## src/rtl/gpio_port_pkg.sv

```systemverilog
package gpio_port_pkg;
    localparam int ADDR_W = 3;

    typedef enum logic [ADDR_W-1:0] {
        OFS_DIR  = 3'd0,
        OFS_DATA = 3'd1,
        OFS_PIN  = 3'd2,
        OFS_PULL = 3'd3,
        OFS_ODE  = 3'd4
    } reg_ofs_e;
endpackage

```

## src/rtl/gpio_port_sync.sv

```systemverilog
module gpio_port_sync #(
    parameter int W      = 4,
    parameter int STAGES = 2
) (
    input  logic         clk,
    input  logic         rst_n,
    input  logic [W-1:0] async_in,
    output logic [W-1:0] sync_out
);
    logic [W-1:0] stg_d [STAGES];
    logic [W-1:0] stg_q [STAGES];

    always_comb begin
        stg_d[0] = async_in;
        for (int s = 1; s < STAGES; s++) begin
            stg_d[s] = stg_q[s-1];
        end
    end

    always_ff @(posedge clk or negedge rst_n) begin
        if (!rst_n) begin
            for (int s = 0; s < STAGES; s++) stg_q[s] <= '0;
        end else begin
            for (int s = 0; s < STAGES; s++) stg_q[s] <= stg_d[s];
        end
    end

    assign sync_out = stg_q[STAGES-1];
endmodule

```

## src/rtl/gpio_port_regs.sv

```systemverilog
module gpio_port_regs
    import gpio_port_pkg::*;
#(
    parameter int          W       = 4,
    parameter int          DATA_W  = 8,
    parameter logic [7:0]  RD_FILL = 8'hF0
) (
    input  logic              clk,
    input  logic              rst_n,
    input  logic              hw_stby,
    input  logic              sw_stby,
    input  logic              bus_sel,
    input  logic              bus_wr,
    input  logic [ADDR_W-1:0] bus_addr,
    input  logic [DATA_W-1:0] bus_wdata,
    output logic [DATA_W-1:0] bus_rdata,
    input  logic [W-1:0]      pin_sync,
    input  logic [W-1:0]      is_addr,
    output logic [W-1:0]      dir_q,
    output logic [W-1:0]      dout_q,
    output logic [W-1:0]      pull_q,
    output logic [W-1:0]      ode_q
);
    typedef struct packed {
        logic [W-1:0] dir;
        logic [W-1:0] dout;
        logic [W-1:0] pull;
        logic [W-1:0] ode;
    } regs_t;

    localparam logic [DATA_W-1:0] FILL = DATA_W'(RD_FILL);

    regs_t        st_d, st_q;
    logic         wr_ok;
    logic [W-1:0] pin_view;
    logic         unused_wr_hi;

    assign wr_ok        = bus_sel & bus_wr & ~hw_stby & ~sw_stby;
    assign unused_wr_hi = ^bus_wdata[DATA_W-1:W];

    always_comb begin
        st_d = st_q;
        if (hw_stby) begin
            st_d.dir = '0;
        end else if (wr_ok) begin
            case (reg_ofs_e'(bus_addr))
                OFS_DIR:  st_d.dir  = bus_wdata[W-1:0];
                OFS_DATA: st_d.dout = bus_wdata[W-1:0];
                OFS_PULL: st_d.pull = bus_wdata[W-1:0];
                OFS_ODE:  st_d.ode  = bus_wdata[W-1:0];
                default:  st_d = st_q;
            endcase
        end
    end

    always_ff @(posedge clk or negedge rst_n) begin
        if (!rst_n) st_q <= '0;
        else        st_q <= st_d;
    end

    always_comb begin
        for (int i = 0; i < W; i++) begin
            pin_view[i] = (st_q.dir[i] & ~is_addr[i]) ? st_q.dout[i] : pin_sync[i];
        end
    end

    always_comb begin
        bus_rdata = FILL;
        case (reg_ofs_e'(bus_addr))
            OFS_DATA: bus_rdata[W-1:0] = st_q.dout;
            OFS_PIN:  bus_rdata[W-1:0] = pin_view;
            OFS_PULL: bus_rdata[W-1:0] = st_q.pull;
            OFS_ODE:  bus_rdata[W-1:0] = st_q.ode;
            default:  bus_rdata = FILL;
        endcase
    end

    assign dir_q  = st_q.dir;
    assign dout_q = st_q.dout;
    assign pull_q = st_q.pull;
    assign ode_q  = st_q.ode;
endmodule

```

## src/rtl/gpio_port_pads.sv

```systemverilog
module gpio_port_pads #(
    parameter int W = 4
) (
    input  logic         clk,
    input  logic         rst_n,
    input  logic         mode_expanded,
    input  logic [W-1:0] addr_en,
    input  logic [W-1:0] addr_val,
    input  logic         hw_stby,
    input  logic         sw_stby,
    input  logic         addr_hold,
    input  logic [W-1:0] dir,
    input  logic [W-1:0] dout,
    input  logic [W-1:0] pull,
    input  logic [W-1:0] ode,
    output logic [W-1:0] is_addr,
    output logic [W-1:0] pad_oe,
    output logic [W-1:0] pad_out,
    output logic [W-1:0] pad_pu
);
    logic [W-1:0] snap_d, snap_q;
    logic [W-1:0] addr_src;

    assign is_addr  = mode_expanded ? addr_en : '0;
    assign snap_d   = sw_stby ? snap_q : addr_val;
    assign addr_src = sw_stby ? snap_q : addr_val;

    always_ff @(posedge clk or negedge rst_n) begin
        if (!rst_n) snap_q <= '0;
        else        snap_q <= snap_d;
    end

    for (genvar i = 0; i < W; i++) begin : g_pin
        always_comb begin
            pad_oe[i]  = 1'b0;
            pad_out[i] = 1'b0;
            pad_pu[i]  = 1'b0;
            if (hw_stby) begin
                pad_oe[i] = 1'b0;
            end else if (is_addr[i]) begin
                if (!(sw_stby && !addr_hold)) begin
                    pad_oe[i]  = 1'b1;
                    pad_out[i] = addr_src[i];
                end
            end else if (dir[i]) begin
                if (ode[i]) begin
                    pad_oe[i] = ~dout[i];
                end else begin
                    pad_oe[i]  = 1'b1;
                    pad_out[i] = dout[i];
                end
            end else begin
                pad_pu[i] = pull[i];
            end
        end
    end
endmodule

```

## src/rtl/gpio_port.sv

```systemverilog
module gpio_port
    import gpio_port_pkg::*;
#(
    parameter int         PORT_W  = 4,
    parameter int         DATA_W  = 8,
    parameter int         SYNC_N  = 2,
    parameter logic [7:0] RD_FILL = 8'hF0
) (
    input  logic              clk,
    input  logic              rst_n,
    input  logic              bus_sel,
    input  logic              bus_wr,
    input  logic [ADDR_W-1:0] bus_addr,
    input  logic [DATA_W-1:0] bus_wdata,
    output logic [DATA_W-1:0] bus_rdata,
    input  logic              mode_expanded,
    input  logic [PORT_W-1:0] addr_en,
    input  logic [PORT_W-1:0] addr_val,
    input  logic              hw_stby,
    input  logic              sw_stby,
    input  logic              addr_hold,
    input  logic [PORT_W-1:0] pin_in,
    output logic [PORT_W-1:0] pad_oe,
    output logic [PORT_W-1:0] pad_out,
    output logic [PORT_W-1:0] pad_pu
);
    logic [PORT_W-1:0] pin_sync_w;
    logic [PORT_W-1:0] is_addr_w;
    logic [PORT_W-1:0] dir_w, dout_w, pull_w, ode_w;

    gpio_port_sync #(.W(PORT_W), .STAGES(SYNC_N)) sync_i (
        .clk      (clk),
        .rst_n    (rst_n),
        .async_in (pin_in),
        .sync_out (pin_sync_w)
    );

    gpio_port_regs #(.W(PORT_W), .DATA_W(DATA_W), .RD_FILL(RD_FILL)) regs_i (
        .clk       (clk),
        .rst_n     (rst_n),
        .hw_stby   (hw_stby),
        .sw_stby   (sw_stby),
        .bus_sel   (bus_sel),
        .bus_wr    (bus_wr),
        .bus_addr  (bus_addr),
        .bus_wdata (bus_wdata),
        .bus_rdata (bus_rdata),
        .pin_sync  (pin_sync_w),
        .is_addr   (is_addr_w),
        .dir_q     (dir_w),
        .dout_q    (dout_w),
        .pull_q    (pull_w),
        .ode_q     (ode_w)
    );

    gpio_port_pads #(.W(PORT_W)) pads_i (
        .clk           (clk),
        .rst_n         (rst_n),
        .mode_expanded (mode_expanded),
        .addr_en       (addr_en),
        .addr_val      (addr_val),
        .hw_stby       (hw_stby),
        .sw_stby       (sw_stby),
        .addr_hold     (addr_hold),
        .dir           (dir_w),
        .dout          (dout_w),
        .pull          (pull_w),
        .ode           (ode_w),
        .is_addr       (is_addr_w),
        .pad_oe        (pad_oe),
        .pad_out       (pad_out),
        .pad_pu        (pad_pu)
    );
endmodule

```

## config.mk

```make
export PLATFORM = sky130hd
export DESIGN_NAME = gpio_port
export DESIGN_NICKNAME = d
export VERILOG_FILES = /design/src/rtl/gpio_port_pkg.sv /design/src/rtl/gpio_port_sync.sv /design/src/rtl/gpio_port_regs.sv /design/src/rtl/gpio_port_pads.sv /design/src/rtl/gpio_port.sv
export SDC_FILE = /design/constraint.sdc
export NUM_CORES = 1
export LEC_CHECK = 0
export BUFFER_PORTS_ARGS = -buffer_cell sky130_fd_sc_hd__clkbuf_2
export CORE_MARGIN = 10
export CORE_UTILIZATION = 45
export CTS_BUF_LIST = sky130_fd_sc_hd__clkbuf_4 sky130_fd_sc_hd__clkbuf_8
export CTS_CLUSTER_DIAMETER = 150
export DETAILED_ROUTE_END_ITERATION = 8
export GPL_TIMING_DRIVEN = 1
export MAX_ROUTING_LAYER = met4
export PLACE_DENSITY_LB_ADDON = 0.25
export REMOVE_ABC_BUFFERS = 1
export SLEW_MARGIN = 20
export SYNTH_ARGS = -nofsm -noshare
export SYNTH_HDL_FRONTEND = slang
export SYNTH_SLANG_ARGS = --single-unit
```

## constraint.sdc

```tcl
create_clock -name clk -period 3.2 [get_ports clk]
set_input_delay 0.64 -clock clk [delete_from_list [all_inputs] [get_ports clk]]
set_output_delay 0.64 -clock clk [all_outputs]
set_load 0.005 [all_outputs]
```

# [After elaboration in Yosys (flattened, before gate mapping)]
# Index checks and enable logic that the tools add are counted.
[totals] reg_bits=28 latchBits=0 ramBits=0 romBits=0 in_bits=31 out_inout_bits=20 wordCells=99 memories=0
[classes] add_sub_neg=0 mul=0 n_div=0 n_lt_le_gt_ge=0 eq_ne=4 n_shift=0 muxes=62 n_bitwise=17 n_reduce_logical=9
[ops] operator="1-bit 2-to-1 mux" n=53
[ops] operator="4-bit 2-to-1 mux" n=7
[ops] operator="16-bit 2-to-1 mux" n=1
[ops] operator="4-bit case mux with 4 select lines" n=1
[ops] operator="1-bit NOT" n=10
[ops] operator="3-bit AND reduction" n=3
[ops] operator="1-bit bitwise AND" n=7
[ops] operator="3-bit by 2-bit equality test with 1-bit output, second input constant" n=2
[ops] operator="2-bit nonzero test" n=2
[ops] operator="3-bit by 1-bit equality test with 1-bit output, second input constant" n=1
[ops] operator="3-bit equality test, second input constant" n=1
[ops] operator="3-bit logical NOT" n=1
[ops] operator="2-bit AND reduction" n=1
[ops] operator="1-bit logical AND" n=1
[ops] operator="1-bit logical NOT" n=1

# [Depth between registers and ports, before layout]
[logic_depth] word_depth=5 depth_mapped=4 ltp_nobuf=3

# [Modules after synthesis]
# Synthesis repeated with hierarchy kept, for this count alone.
[unflattened] hier_cells=137 hier_area_um2=1626.6
[by_module_without_submodules] module="gpio_port_regs" instances=1 cells_each=73 area_each_um2=907.1 seq_area_each_um2=400.4
[by_module_without_submodules] module="gpio_port_pads" instances=1 cells_each=56 area_each_um2=519.2 seq_area_each_um2=100.1
[by_module_without_submodules] module="gpio_port_sync" instances=1 cells_each=8 area_each_um2=200.2 seq_area_each_um2=200.2

# [Worst setup path before layout]
# No wires, ideal clock.
[synth_path] kind="in2out" from="in mode_expanded" to="out bus_rdata[2]" arrival_time_ns=1.355 required_time_ns=2.560 slack_ns=1.205 path_stages=4 n_path_buf=1 path_cell_list="clkbuf_1 a21boi_0 mux2i_1 o221ai_1"
[synth_between] elab_chain_cells=5
[synth_rtl] element="from (decl)" line="gpio_port.sv:16" rtl="input logic mode_expanded,"
[synth_rtl] element="4-bit 2-to-1 mux" line="gpio_port_pads.sv:24" rtl="assign is_addr = mode_expanded ? addr_en : '0;"
[synth_rtl] element="1-bit NOT" line="gpio_port_regs.sv:63" rtl="pin_view[i] = (st_q.dir[i] & ~is_addr[i]) ? st_q.dout[i] : pin_sync[i];"
[synth_rtl] element="1-bit bitwise AND" line="gpio_port_regs.sv:63"
[synth_rtl] element="1-bit 2-to-1 mux" line="gpio_port_regs.sv:63"
[synth_rtl] element="4-bit case mux with 4 select lines" line="gpio_port_regs.sv:69" rtl="case (reg_ofs_e'(bus_addr))"
[synth_rtl] element="to (decl)" line="gpio_port.sv:15" rtl="output logic [DATA_W-1:0] bus_rdata,"
# No other way between the ends.

# [Worst setup path after layout]
[layout_path] from="in mode_expanded" to="out bus_rdata[0]"
# The elaborated chain is that of the path after synthesis.

==> metrics.md <==
| Metric | Value |
|---|---|
| Status | `finished clean` |
| Critical path startpoint category | `input port` |
| Avg Cell Area, Syn | `around 11 um^2` |
| Largest net degree at the start of global routing | `29` |
| Post-synth EDFFs | `0` |
| Yosys top cell area share | `a little under half` |
| Fill cells | `300` |
| Max-Cap Viols | `0` |
| Routed WL | `a little under 4 mm` |
| Root buf cell | `clkbuf_4` |
| Port Buffer Count | `42` |
| Via count | `between 1,000 and 1,500` |
| Vias per cell | `about 5.5` |
| Critical path class | `input port to output pin` |
| ANT nets after route | `0` |
| Switching pwr | `about 190 uW` |
| Max FO, Critical Path | `12` |
| RSZ-0062 raised after global routing | `no` |
| Int Pwr | `~510 uW` |
| Yosys cell types | `29` |
| FMAX | `0.446 GHz` |
| Final hold vios | `0` |
| Reg2Reg Depth | `2` |
| Combinational share of power | `17.1%` |
| Part of the power in registers | `58.3%` |
| Final Skew | `~0.57 ps` |
| # diodes | `0` |
| Post-CTS Hold Buffers | `0` |
| Critical Path RT | `between 2000 and 3000 ps` |
| Dominant synthesized flop cell | `dfrtp_1` |
| Pwr dens | `392 mW/mm^2` |
| Main area contributors after synthesis | `dfrtp_1 46%, mux2_2 8.8%, mux2i_1 5.2%, mux2_4 3.9%, nand2_1 3.4%` |
| Layout cells sized above 1 | `between 30% and 40%` |
| Sw Ratio | `a little over a quarter` |
| Die Ht | `78.4 um` |
| CP most frequent cell | `clkbuf_2` |
| Layout area overhead | `16.7%` |
| Maximum clock path buffer count | `2` |
| Clk pwr share | `24.6%` |
| Maximum VDD drop | `between 0.2 and 0.3 mV` |
| H-tree depth | `1` |
| Crit path capture type | `output pin` |
| Gr usage total | `12.8%` |
| CP top delay family | `compound AO/OA/AOI/OAI gates` |
| Die W | `78.4 um` |
| Core ar. | `about 0.0033 mm^2` |
| Initial Util | `46.3%` |
| Crit path buf inv count | `2` |
| Cells along the critical path | `clkbuf_2, a21boi_0, mux2i_1, o221ai_1, clkbuf_2` |
| First-pass GRT wire length | `6.26 mm` |
| Initial antenna violation count | `0` |
| RePlAce Congestion | `around 0.85` |
| Cell Rows | `21` |
| Asr flop ratio synth | `100%` |
| Dpl hpwl | `around 3 mm` |
| Leakage | `approximately 0.87 nW` |
| Post-synthesis sequential area ratio | `about 46%` |
| Worst Tran Pin Value | `around 700 ps` |
| HP Class | `input port to asynchronous set/reset pin` |
| Most common cell in the netlist | `dfrtp_1` |
| Max-slew headroom | `between 50% and 60%` |
| Area of the multi-input gates | `between 700 and 800 um^2` |
| Tmin final | `about 2200 ps` |
| Seq cells post-synth | `28` |
| Mapped Area | `roughly 0.0015 mm^2` |
| Yosys warning count | `0` |
| Die footprint | `about 0.006 mm^2` |
| Clock Sinks | `28` |
| Sequential Area | `between 700 and 800 um^2` |
| Gr ovfl total | `0` |
| Nets@finish | `between 200 and 250` |
| Total CTS buffers | `3` |
| Vias in the first global route | `around 1,300` |
| DR pass1 iterations | `4` |
| Critical path depth | `5` |
| Num ports | `around 50` |
| Synth area leader | `dfrtp_1` |
| WL/cell | `approximately 17 um` |
| Setup violation total in the final timing report | `0` |
| Fin crit share | `a little over two thirds` |
| CTS tree | `done` |
| Power, Total | `about 700 uW` |
| DR DRC count | `0` |
| Cells after Synth | `~140` |
| Final setup TNS | `0 ps` |
| Post_cts resized | `0` |
| Slowest cell on crit path | `a21boi_0` |
| Clk slew on worst S/H paths | `roughly 160 ps` |
| Critical path arrival | `roughly 1600 ps` |
| Largest stage delay on the critical path | `between 200 and 300 ps` |
| Commonest cells in the netlist | `28 x dfrtp_1, 14 x nand2_1, 12 x mux2_2, 9 x nand3_1, 8 x mux2i_1` |
| DR iter-0 viols | `77` |
| Post-CTS Setup Repair Bufs | `0` |
| Clock Latency Late Sink | `330 ps` |
| Max Slew Vio Count | `0` |
[power groups by stage]
stage               combinational (mW)  sequential [mW]  clock [mW]
finish                           0.120            0.409       0.172
global route                     0.134            0.414       0.194
floorplan                       0.0633            0.407           0
global placement                 0.117            0.412           0
detailed placement               0.121            0.415           0
CTS                              0.121            0.408       0.178
[metal layers]
layer	track usage [%]	vias to the layer above	routed length, um
li1	-	577	-
met1	16.0	576	1790
met2	19.4	66	1740
met3	3.19	4	309
met4	4.66	0	31
met5	-	-	0
[path summary, 6_finish.rpt]
| kind | from | endpoint | slack [ps] |
|---|---|---|---|
| max in group asynchronous | rst_n | sync_i.sync_out[2]$_DFF_PN0_ | 2420 |
| min | rst_n | regs_i.ode_q[1]$_DFFE_PN0P_ | 320 |
| max | mode_expanded | bus_rdata[0] | 960 |
| max reg2reg | regs_i.dir_q[0]$_DFFE_PN0P_ | regs_i.dir_q[0]$_DFFE_PN0P_ | 2240 |
| min reg2reg | sync_i.stg_d[2]$_DFF_PN0_ | sync_i.sync_out[2]$_DFF_PN0_ | 360 |
| min in group clk | sync_i.stg_d[2]$_DFF_PN0_ | sync_i.sync_out[2]$_DFF_PN0_ | 360 |
[cells in the final DEF, fill, tap and decap left out, drive strengths merged, types with 5 or more instances in the layout]
cell / instances
nor2: 5
clkbuf: 46
nand3: 9
nand2: 14
mux2i: 8
dfrtp: 28
mux2: 16
nor2b: 6
[sequential cells by signal, summed over array words and instances, names as in the netlist]
register         cells
pads_i.snap_q        4
regs_i.dir_q         4
regs_i.dout_q        4
regs_i.ode_q         4
regs_i.pull_q        4
sync_i.stg_d         4
sync_i.sync_out      4
[logic make-up (layout without fill, tap and decap cells)]
family | after synthesis | after routing | synth area share [%]
buffers and inverters | 10 | 47 | 4.08
and+or+nand+nor | 51 | 51 | 20.2
muxes | 24 | 24 | 18.0
other | 1 | 4 | 0.245
DFF | 28 | 28 | 45.7
AOI/OAI and AO/OA | 24 | 24 | 11.8
[per-stage QoR]
stage	instance area (um^2)	setup WS [ps]	util, %	hold slack (ps)	instances
2_1_floorplan	1490	1390	-	331	132
3_3_place_gp	1750	969	52.9	333	220
3_5_place_dp	1750	948	52.9	335	220
4_1_cts	1790	945	54.0	346	224
5_1_grt	1790	879	54.0	353	224
6_report	1790	956	54.0	325	224
[final cells by class]
| type | instances | share of cell area [%] |
|---|---|---|
| multi-input cells | 103 | 43.6 |
| clock buffers | 4 | 2.03 |
| well taps | 46 | 3.22 |
| repair buffers | 42 | 11.7 |
| flip-flops and latches | 28 | 39.2 |
| inverters | 1 | 0.210 |
Note: power is estimated with default switching activity, not from simulation.
